$ cat config.mk
export PLATFORM = sky130hd
export DESIGN_NAME = bht_predictor
export DESIGN_NICKNAME = d
export VERILOG_FILES = /design/src/rtl/bht_pkg.sv /design/src/rtl/bht_ctrl.sv /design/src/rtl/bht_datapath.sv /design/src/rtl/bht_predictor.sv
export SDC_FILE = /design/constraint.sdc
export NUM_CORES = 1
export LEC_CHECK = 0
export ABC_AREA = 1
export BUFFER_PORTS_ARGS = -buffer_cell sky130_fd_sc_hd__buf_2
export CAP_MARGIN = 20
export CELL_PAD_IN_SITES_DETAIL_PLACEMENT = 2
export CELL_PAD_IN_SITES_GLOBAL_PLACEMENT = 2
export CORE_MARGIN = 2
export CORE_UTILIZATION = 26
export CTS_CLUSTER_DIAMETER = 30
export CTS_CLUSTER_SIZE = 25
export DETAILED_ROUTE_END_ITERATION = 10
export GPL_TIMING_DRIVEN = 0
export PLACE_DENSITY = 0.74
export SETUP_SLACK_MARGIN = 0.1
export SLEW_MARGIN = 20
export SYNTH_ARGS = -nofsm -noshare
export SYNTH_HDL_FRONTEND = slang
export SYNTH_SLANG_ARGS = --single-unit
$ cat constraint.sdc
create_clock -name clk -period 1.7 [get_ports clk]
set_clock_uncertainty 0.1 [all_clocks]
set_input_delay 0.34 -clock clk [delete_from_list [all_inputs] [get_ports clk]]
set_output_delay 0.34 -clock clk [all_outputs]
set_load 0.02 [all_outputs]
$ cat src/rtl/bht_pkg.sv
package bht_pkg;

  // Strobes sent from the control to the datapath.
  typedef struct packed {
    logic wrEn;
    logic bumpBranch;
    logic bumpMiss;
  } bhtStrobe_t;

  // Hysteresis counter encoding.
  localparam logic [1:0] CTR_STRONG_NT = 2'd0;
  localparam logic [1:0] CTR_WEAK_NT   = 2'd1;
  localparam logic [1:0] CTR_WEAK_T    = 2'd2;
  localparam logic [1:0] CTR_STRONG_T  = 2'd3;

  // Saturating step of a hysteresis counter.
  function automatic logic [1:0] ctrStep(input logic [1:0] cur, input logic taken);
    logic [1:0] nxt;
    nxt = cur;
    if (taken) begin
      if (cur != CTR_STRONG_T) nxt = cur + 2'd1;
    end else begin
      if (cur != CTR_STRONG_NT) nxt = cur - 2'd1;
    end
    return nxt;
  endfunction

endpackage

$ cat src/rtl/bht_ctrl.sv
module bht_ctrl
  import bht_pkg::*;
#(
  parameter int ENT_W = 2
) (
  input  logic             clk,
  input  logic             rstN,
  input  logic             updValid,
  input  logic             updTaken,
  input  logic [ENT_W-1:0] curEntry,
  output bhtStrobe_t       strobe,
  output logic [ENT_W-1:0] nextEntry
);

  logic curPred;

  assign curPred = curEntry[ENT_W-1];

  generate
    if (ENT_W == 2) begin : g_hyst
      // two-bit saturating counter
      always_comb nextEntry = ctrStep(curEntry[1:0], updTaken);
    end else begin : g_last
      // last outcome overwrites the entry
      always_comb nextEntry = updTaken;
    end
  endgenerate

  always_comb begin
    strobe.wrEn       = updValid;
    strobe.bumpBranch = updValid;
    strobe.bumpMiss   = updValid && (curPred != updTaken);
  end

  // a miss is always also a counted branch.
  assert_miss_is_branch_R7: assert property (@(posedge clk) disable iff (!rstN)
    strobe.bumpMiss |-> strobe.bumpBranch);

endmodule

$ cat src/rtl/bht_datapath.sv
module bht_datapath
  import bht_pkg::*;
#(
  parameter int IDX_W = 4,
  parameter int ENT_W = 2,
  parameter int CNT_W = 16
) (
  input  logic             clk,
  input  logic             rstN,
  input  logic [IDX_W-1:0] predIdx,
  input  logic [IDX_W-1:0] updIdx,
  input  bhtStrobe_t       strobe,
  input  logic [ENT_W-1:0] nextEntry,
  output logic [ENT_W-1:0] predEntry,
  output logic [ENT_W-1:0] updEntry,
  output logic [CNT_W-1:0] branchCount,
  output logic [CNT_W-1:0] missCount
);

  localparam int ENTRIES = 1 << IDX_W;
  // Weakly not taken (1) in hysteresis mode, not taken (0) in last-outcome mode.
  localparam logic [ENT_W-1:0] RST_VAL = ENT_W'(ENT_W - 1);

  logic [ENT_W-1:0] entryQ [ENTRIES];

  generate
    for (genvar e = 0; e < ENTRIES; e++) begin : g_entry
      always_ff @(posedge clk or negedge rstN) begin
        if (!rstN) begin
          entryQ[e] <= RST_VAL;
        end else if (strobe.wrEn && (updIdx == IDX_W'(e))) begin
          entryQ[e] <= nextEntry;
        end
      end
    end
  endgenerate

  assign predEntry = entryQ[predIdx];
  assign updEntry  = entryQ[updIdx];

  always_ff @(posedge clk or negedge rstN) begin
    if (!rstN) begin
      branchCount <= '0;
      missCount   <= '0;
    end else begin
      if (strobe.bumpBranch) branchCount <= branchCount + CNT_W'(1);
      if (strobe.bumpMiss)   missCount   <= missCount + CNT_W'(1);
    end
  end

  assert_branch_step_R6: assert property (@(posedge clk) disable iff (!rstN)
    strobe.bumpBranch |=> branchCount == $past(branchCount) + CNT_W'(1));

  assert_count_hold_R6: assert property (@(posedge clk) disable iff (!rstN)
    !strobe.bumpBranch |=> $stable(branchCount) && $stable(missCount));

  assert_miss_step_R7: assert property (@(posedge clk) disable iff (!rstN)
    strobe.bumpMiss |=> missCount == $past(missCount) + CNT_W'(1));

  assert_miss_hold_R7: assert property (@(posedge clk) disable iff (!rstN)
    !strobe.bumpMiss |=> $stable(missCount));

endmodule

$ cat src/rtl/bht_predictor.sv
module bht_predictor
  import bht_pkg::*;
#(
  parameter int PC_W    = 32,
  parameter int IDX_W   = 4,
  parameter int CNT_W   = 16,
  parameter bit TWO_BIT = 1'b1
) (
  input  logic             clk,
  input  logic             rstN,
  input  logic [PC_W-1:0]  predPc,
  output logic             predTaken,
  input  logic             updValid,
  input  logic [PC_W-1:0]  updPc,
  input  logic             updTaken,
  output logic [CNT_W-1:0] branchCount,
  output logic [CNT_W-1:0] missCount
);

  localparam int ENT_W = TWO_BIT ? 2 : 1;

  logic [IDX_W-1:0] predIdx;
  logic [IDX_W-1:0] updIdx;
  logic [ENT_W-1:0] predEntry;
  logic [ENT_W-1:0] updEntry;
  logic [ENT_W-1:0] nextEntry;
  bhtStrobe_t       strobe;

  // low address bits, bit 0 included
  assign predIdx   = predPc[IDX_W-1:0];
  assign updIdx    = updPc[IDX_W-1:0];
  assign predTaken = predEntry[ENT_W-1];

  bht_ctrl #(.ENT_W(ENT_W)) ctrl_i (
    .clk       (clk),
    .rstN      (rstN),
    .updValid  (updValid),
    .updTaken  (updTaken),
    .curEntry  (updEntry),
    .strobe    (strobe),
    .nextEntry (nextEntry)
  );

  bht_datapath #(.IDX_W(IDX_W), .ENT_W(ENT_W), .CNT_W(CNT_W)) dp_i (
    .clk         (clk),
    .rstN        (rstN),
    .predIdx     (predIdx),
    .updIdx      (updIdx),
    .strobe      (strobe),
    .nextEntry   (nextEntry),
    .predEntry   (predEntry),
    .updEntry    (updEntry),
    .branchCount (branchCount),
    .missCount   (missCount)
  );

  // lookup of the same address in a held cycle is stable when nothing trains.
  assert_pred_stable_R8: assert property (@(posedge clk) disable iff (!rstN)
    (!$past(updValid) && $stable(predPc)) |-> $stable(predTaken));

endmodule

# Word level (Yosys, flattened, before mapping)
# Cells that the tools add are included.
# classes
add_sub_neg,4
magnitude_cmp,2
n_bitwise,2
n_reduce_logical,19
n_mux,9
eq_ne,17
# ops
op,count
$add 16x1->16 const B,2
$eq 4x4->1 const B,8
$logic_and 1x1->1,17
$bmux 2 s4,2
$eq 4x3->1 const B,4
$mux 2,7
$ge 5x5->1 const B,2
$not 4->5,2
$eq 4x2->1 const B,2
$eq 4x1->1 const B,1
$logic_not 4->1,1
$add 2x1->2 const B,1
$ne 2x2->1 const B,1
$reduce_bool 2->1,1
$sub 2x1->2 const B,1
$ne 1x1->1,1
# totals
inputBits,68
output_inout_bits,33
word_cells,71
register_bits,64

# Depth between registers and ports, before layout
# Gate-level depths: netlist (run 1).
# depth
depth_word,7
mapped_depth,15
mapped_depth_nobuf,13

# Modules after synthesis
# From an unflattened synthesis (run 1), not the netlist that was laid out.
# hier_totals
cells_unflattened,508
area_unflattened_um2,3691.0
# modules_own_cells
mod,instances,area_per_inst_um2,seq_area_each_um2,cells_each
bht_datapath,1,3637.2,1621.6,497
bht_ctrl,1,53.8,0.0,11

# Worst setup path before layout (run 1)
# Ideal clock, no wire load.
# synth_path
path_type,register to register
startpoint,reg dp_i.branchCount[0]
endpoint,reg dp_i.branchCount[14]
t_required_ns,1.477
path_stages_with_launch,10
slack_ns,-0.188
setup_ns,0.123
path_buffers,0
synth_period_minus_slack_ns,1.888
t_arrival_ns,1.665
cell_sequence,dfrtp_1 -> ha_1 -> nand2_1 -> nor2_1 -> nand3_1 -> nor2_1 -> nand3_1 -> nor2_1 -> nand3_1 -> xor2_1
# synth_via
elab_chain_cells,1
# synth_rtl
item,line,source
"start, declared",bht_datapath.sv:16,"output logic [CNT_W-1:0] branchCount,"
"start signal, assigned",bht_datapath.sv:46,if (strobe.bumpBranch) branchCount <= branchCount + CNT_W'(1);
$add 16x1->16,bht_datapath.sv:46,
# No other way between the ends.
# A chain may end at the register's enable or synchronous reset.

# Final worst setup path (run 1)
# layout_path
startpoint,reg dp_i.entryQ[5] (netlist name)
endpoint,reg dp_i.missCount[15]
# layout_via
elab_chain_cells,5
# layout_rtl
item,line,source
"start, declared",bht_datapath.sv:24,logic [ENT_W-1:0] entryQ [ENTRIES];
"start signal, assigned by index",bht_datapath.sv:32,entryQ[e] <= nextEntry;
$bmux 2 s4,bht_datapath.sv:39,assign updEntry = entryQ[updIdx];
$mux 2 (not written as such) (2 in a row),bht_datapath.sv:39,
$ne 1x1->1,bht_ctrl.sv:32,strobe.bumpMiss = updValid && (curPred != updTaken);
$logic_and 1x1->1,bht_ctrl.sv:32,
"end signal, assigned",bht_datapath.sv:47,if (strobe.bumpMiss) missCount <= missCount + CNT_W'(1);
"end, declared",bht_datapath.sv:17,output logic [CNT_W-1:0] missCount
# No other way between the ends. The select of a mux whose other input is x is not followed.

==> results of run 1 <==
## where the power goes
part | switching (uW) | internal (uW)
combinational | 1200 | 877
sequential | 361 | 1890
clock | 793 | 1130
## worst max-delay path, cell delays in order (launching register included)
cell and delay [ns]:
dfrtp_1 0.41, buf_6 0.14, nand2_2 0.05, nand2_1 0.04
nand2_1 0.05, nand2_1 0.05, nand2_1 0.07, nand2_2 0.09
o21ai_4 0.17, buf_6 0.13, buf_12 0.10, nand3_4 0.12
buf_16 0.18, nand2_2 0.06, nand2_1 0.06
## worst max-delay path by stage
| stage | from | to | slack [ns] | depth (start not counted) |
|---|---|---|---|---|
| after global routing | dp_i.entryQ[31]$_DFFE_PN0P_ | dp_i.missCount[15]$_DFFE_PN0P_ | -0.36 | 13 |
| after CTS | dp_i.entryQ[13]$_DFFE_PN0P_ | predTaken | -0.20 | 7 |
| after floorplan | dp_i.branchCount[0]$_DFFE_PN0P_ | dp_i.branchCount[14]$_DFFE_PN0P_ | 0.02 | 9 |
| after global placement | updPc[0] | dp_i.entryQ[6]$_DFFE_PN1P_ | -0.55 | 14 |
| after detailed placement | updPc[0] | dp_i.entryQ[0]$_DFFE_PN1P_ | -0.62 | 14 |
| final | dp_i.entryQ[5]$_DFFE_PN0P_ | dp_i.missCount[15]$_DFFE_PN0P_ | -0.24 | 14 |
## state kept, by name, indices dropped and copies added, names as in the netlist
signal / flops
dp_i.entryQ: 32
dp_i.branchCount: 16
dp_i.missCount: 16
## through the flow
stage | instance area, sq um | power, uW | hold WS (ns) | TNS, ns
final | 5460 | 6250 | 0.340 | -9.57
after global routing | 5460 | 6540 | 0.361 | -14.68
after CTS | 5200 | 5960 | 0.298 | -4.16
after detailed placement | 4200 | 3530 | 0.194 | -25.69
after global placement | 4180 | 3440 | 0.357 | -32.08
after floorplan | 3750 | 3000 | -0.0556 | 0
## cell usage in the layout, fill, tap and decap left out, types with 4 or more instances in the layout
cell         n
a21oi_1      5
buf_12       4
buf_16       4
buf_2       40
buf_4       25
buf_6       21
buf_8        4
clkbuf_16    9
dfrtp_1     44
dfrtp_2      4
dfstp_2     16
inv_1       46
mux2i_1      4
nand2_1    154
nand2_2     42
nand2_4     18
nand3_2     17
nand3_4      6
nand4_1     21
nor2_1      28
nor2_2       4
nor2_4       7
o211ai_1     4
o21ai_1      7
xnor2_1      4
xor2_1      19
## metal layers
layer / track usage / share of wire / vias up
met4: 0.103 / 0.036 / 0
met1: 0.252 / 0.38 / 1905
met2: 0.411 / 0.54 / 83
li1: - / - / 1721
met5: 0 / 0 / -
met3: 0.0323 / 0.036 / 41
## cell type report
type	count	share of cell area
clock inverter	7	0.0133
multi-input combinational	359	0.406
inverter	50	0.0371
timing repair buffer	88	0.137
sequential	64	0.298
buffer	13	0.0275
clock buffer	9	0.0413
tap	176	0.0403
## logic make-up after synthesis
family,after synthesis,share of synthesized area
buf+inv,64,0.0773
flops,64,0.451
mux,4,0.0111
simple gates,306,0.354
fa+ha+maj,2,0.00696
xor+xnor,27,0.0658
compound gates,20,0.0338
## what timing repair did
| item | 4_1_cts | 5_1_grt |
|---|---|---|
| gates cloned | 4 | 0 |
| hold buffers | 1 | 0 |
| endpoints found under the setup margin | 54 | 57 |
| hold endpoints to repair | 18 | 0 |
| setup buffers | 31 | 10 |
| pin swaps | 35 | 19 |
| resized for setup | 106 | 46 |
==> results.toml, run 1 <==
[detailed_routing]
drc_errors = 0
wl_mm = 16.2
wl_per_cell_um = 21.1
drtIter0Drc = 121
first_pass_iters = 4
vias = 3750
final_antenna_net_count = 0
drt-vias-per-instance = 4.90

[worst_setup_path]
startpoint_type = "register"
regToRegStartpoint = "dp_i.entryQ[5]$_DFFE_PN0P_"
r2r.worst_path.cells = 14
end_kind = "register"
r2r_slack_ns = -0.24
critPathMaxFanout = 5
cp_data_required_time_ns = 1.84
r2r-end = "dp_i.missCount[15]$_DFFE_PN0P_"
critPathKind = "reg2reg"
worstPathArrival_ns = 2.08

[global_routing]
grt_antenna_before_repair = 0
grt_pass1_vias = 4300
grt_start_max_net_pins = 39
grtUsageTotal = 0.223
grt_pass1_wl_mm = 24.5
grt_overflow_total = 0

[yosys]
postSynthRegisterBits = 64
syn_area_per_cell_sq_um = 7.38
synth_seq_area_share = 0.451
syn-instance-count = 487
synth_cell_types = 30
yosysMostFrequentCell = "nand2_1"
synth_top_cells_by_area = "dfrtp_1 (33%), nand2_1 (22%), dfstp_2 (12%), inv_1 (5.1%), xor2_1 (5.1%)"
syn-num-nets = 557
yosys.area.top_type_share = 0.334
async_reset_ff_frac = 1.00
netlist_top_cells_count = "nand2_1 (213), inv_1 (49), dfrtp_1 (48)"
synth_ff_type = "dfrtp_1"
synth_area_sq_um = 3590
synth_top_area_cell = "dfrtp_1"
ys_warn_count = 0
synth_edf_count = 0

[clocking]
cts.clk_slew.worst_paths_ns = 0.06
cts.sinks = 64
htree_levels = 3
cts_buffers = 9
clk_latency_ns = 0.36
cts_root_buffer = "clkbuf_16"
clockBufferDepth = 2
cts_tree = "yes"

[outcome]
failed_checks = "setup timing"
status = "finished, violations left"

[sta]
rsz0062_at_grt = "true"
tightest_slew_ns = 0.559
fin_ws_ns = -0.244
final_hold_viol_count = 0
fin_crit_ns = 1.94
setup-violations-final = 52
post-route-period-util = 1.14
slew_headroom = 0.628
fmax_mhz = 514
slew_violations = 0

[finish]
ff_latch_area_sq_um = 1630
instances_no_fill = 766
final_nets = 655
fin_util = 0.409
drive_gt1_frac = 0.414
fillers = 1514
syn2layout_area_growth_pct = 51.9
antenna_cells = 0
multi_input_area_sq_um = 2210

[pwr]
ir_drop_uv = 401
power_density_nw_per_um2 = 1150
p_leak_uw = 0.00274

[floorplanning]
dieArea_sq_um = 14800
rows = 42
boundaryPins = 101
core_sq_um = 13300
die_width_um = 122
initial_core_util = 0.269
die_y_um = 122

[placed_design]
numPlacedInstances = 706
io_buffers = 42
hpwlAfterDp_mm = 8.97
dp_worst_setup_slack_ns = -0.616
place_congestion = 0.811

[worst_hold_path]
hp-class = "in2reg"
min_path_cells = 4
min_from = "updValid"
whs_endpoint = "dp_i.branchCount[1]$_DFFE_PN0P_"

[run]
cap_violations = 0
No activity file was read; power rests on OpenSTA's default activity.
==> run 2: changes to the inputs <==
--- a/config.mk
+++ b/config.mk
@@ -5,18 +5,18 @@
 export SDC_FILE = /design/constraint.sdc
 export NUM_CORES = 1
 export LEC_CHECK = 0
-export ABC_AREA = 1
 export BUFFER_PORTS_ARGS = -buffer_cell sky130_fd_sc_hd__buf_2
 export CAP_MARGIN = 20
 export CELL_PAD_IN_SITES_DETAIL_PLACEMENT = 2
 export CELL_PAD_IN_SITES_GLOBAL_PLACEMENT = 2
 export CORE_MARGIN = 2
-export CORE_UTILIZATION = 26
+export CORE_UTILIZATION = 29
 export CTS_CLUSTER_DIAMETER = 30
 export CTS_CLUSTER_SIZE = 25
 export DETAILED_ROUTE_END_ITERATION = 10
 export GPL_TIMING_DRIVEN = 0
-export PLACE_DENSITY = 0.74
+export MAX_ROUTING_LAYER = met4
+export PLACE_DENSITY = 0.73
 export SETUP_SLACK_MARGIN = 0.1
 export SLEW_MARGIN = 20
 export SYNTH_ARGS = -nofsm -noshare
==> results.toml, run 2 <==
[placed_design]
dp_worst_setup_slack_ns = -1.18
io_buffers = 44
numPlacedInstances = 431
hpwlAfterDp_mm = 5.86
place_congestion = 0.713

[global_routing]
grt_start_max_net_pins = 57
grt_overflow_total = 0
grt_pass1_vias = 2556
grt_antenna_before_repair = 0
grt_pass1_wl_mm = 14.1
grtUsageTotal = 0.164

[floorplanning]
die_y_um = 108
dieArea_sq_um = 11800
boundaryPins = 101
initial_core_util = 0.294
rows = 38
core_sq_um = 10700
die_width_um = 108

[clocking]
cts.sinks = 64
cts_buffers = 9
cts_tree = "yes"
clk_latency_ns = 0.35
cts.clk_slew.worst_paths_ns = 0.08
clockBufferDepth = 2
cts_root_buffer = "clkbuf_8"
htree_levels = 3

[sta]
rsz0062_at_grt = "true"
post-route-period-util = 1.48
slew_headroom = 0.643
whs_ns = 0.259
fin_crit_ns = 2.51
setup-violations-final = 49
fmax_mhz = 398
final_hold_viol_count = 0
tightest_slew_ns = 0.534
fin_ws_ns = -0.810
slew_violations = 0

[yosys]
yosysMostFrequentCell = "dfrtp_1"
yosys.area.top_type_share = 0.380
synth_top_area_cell = "dfrtp_1"
synth_area_sq_um = 3160
synth_top_cells_by_area = "dfrtp_1 (38%), dfstp_2 (13%), mux2_2 (12%), mux4_2 (8.5%), xnor2_1 (5.5%)"
netlist_top_cells_count = "dfrtp_1 (48), mux2_2 (34), xnor2_1 (20)"
synth_edf_count = 0
syn-instance-count = 246
async_reset_ff_frac = 1.00
synth_seq_area_share = 0.512
postSynthRegisterBits = 64
syn-num-nets = 316
synth_ff_type = "dfrtp_1"
synth_cell_types = 29
syn_area_per_cell_sq_um = 12.9
ys_warn_count = 0

[worst_setup_path]
end_kind = "register"
setup.worst_path.start = "dp_i.entryQ[3]$_DFFE_PN0P_"
regToRegStartpoint = "dp_i.entryQ[3]$_DFFE_PN0P_"
startpoint_type = "register"
critPathMaxFanout = 10
critPathKind = "reg2reg"
r2r_slack_ns = -0.81
r2r-end = "dp_i.entryQ[15]$_DFFE_PN0P_"
worstPathArrival_ns = 2.63
crit_end = "dp_i.entryQ[15]$_DFFE_PN0P_"
cp_data_required_time_ns = 1.82
r2r.worst_path.cells = 5

[finish]
regMostFlops = "dp_i.entryQ"
antenna_cells = 0
final_nets = 394
syn2layout_area_growth_pct = 32.2
fin_util = 0.389
layout_common_cells = "dfrtp_1 (46), buf_2 (43), mux2_2 (22)"
largest_reg_flops = 32
instances_no_fill = 468
final_common_cell = "dfrtp_1"
drive_gt1_frac = 0.521
largest_registers = "dp_i.entryQ: 32 flops, dp_i.branchCount: 16 flops, dp_i.missCount: 16 flops"

[outcome]
failed_checks = "setup timing"
status = "finished, violations left"

[worst_hold_path]
hp-class = "in2async"

[detailed_routing]
wl_per_cell_um = 18.6
vias = 2227
wl_mm = 8.72
drtIter0Drc = 88
final_antenna_net_count = 0
drt-vias-per-instance = 4.76
first_pass_iters = 4
drc_errors = 0

[pwr]
power_uw = 5620
power_density_nw_per_um2 = 1340
ir_drop_uv = 462
p_leak_uw = 0.00187

[run]
cap_violations = 0
run 2: cell count changes in the layout (fill, tap and decap cells not counted), sizes merged, moves of 10 or more:
cell	previous run	this run
xnor2	6	20
mux4	0	14
o21ai	10	0
buf	98	69
nand4	21	5
nor2	39	18
inv	50	6
nand2	216	19
xor2	21	10
mux2	0	34
nand3	25	11
run 2: repair_timing:
| action | 4_1_cts | 5_1_grt |
|---|---|---|
| pin swaps | 2 | 13 |
| endpoints found under the hold margin | 24 | 0 |
| buffers inserted | 13 | 6 |
| endpoints found under the setup margin | 52 | 58 |
| gates resized for setup | 23 | 15 |
| gates cloned | 2 | 0 |
| hold buffers | 1 | 0 |
run 2: how the worst min path moves through the flow:
| stage | slack, ns | cells after the start | startpoint | to |
|---|---|---|---|---|
| detailed placement | 0.09 | 1 | rstN | dp_i.branchCount[13]$_DFFE_PN0P_ |
| floorplan | -0.06 | 0 | rstN | dp_i.branchCount[0]$_DFFE_PN0P_ |
| finish | 0.26 | 2 | rstN | dp_i.branchCount[13]$_DFFE_PN0P_ |
| CTS | 0.24 | 2 | rstN | dp_i.branchCount[13]$_DFFE_PN0P_ |
| global route | 0.27 | 2 | rstN | dp_i.branchCount[15]$_DFFE_PN0P_ |
| global placement | 0.35 | 1 | dp_i.missCount[15]$_DFFE_PN0P_ | dp_i.missCount[15]$_DFFE_PN0P_ |
run 2: power by group:
group          internal (uW)  switching, uW
logic                    991            810
clock network            853            591
registers               2020            349
run 2: critical path, cell delays in order, from the launching register on:
cell	delay, ns
dfrtp_1	0.40
mux4_2	0.49
mux4_2	0.57
maj3_2	0.40
buf_6	0.17
mux2_2	0.26
run 2: cell families after synthesis:
family | count (synthesis) | share of synthesized area
compound gates | 2 | 0.00554
xor+xnor | 30 | 0.0830
fa+ha+maj | 4 | 0.0150
buf+inv | 13 | 0.0229
flops | 64 | 0.512
mux | 49 | 0.230
simple gates | 84 | 0.131
run 2: cell type report:
type | instances | area [sq um]
tap | 140 | 175
sequential | 64 | 1620
multi-input combinational | 170 | 1650
timing repair buffer | 66 | 447
clock inverter | 4 | 70.1
fill | 1137 | 6560
inverter | 6 | 22.5
buffer | 7 | 56.3
clock buffer | 11 | 141
run 2: through the flow:
stage                     area, sq um  TNS [ns]
final                            4180    -36.27
after global routing             4180    -39.39
after CTS                        4070    -36.88
after detailed placement         3650    -52.25
after global placement           3620    -54.44
after floorplan                  3230    -30.34
run 2: routing by layer:
layer | track usage | wire length [um] | vias to the layer above
li1 | - | - | 1028
met5 | - | 0 | -
met4 | 0.0604 | 135 | 0
met2 | 0.280 | 4700 | 23
met1 | 0.198 | 3760 | 1164
met3 | 0.0223 | 125 | 12
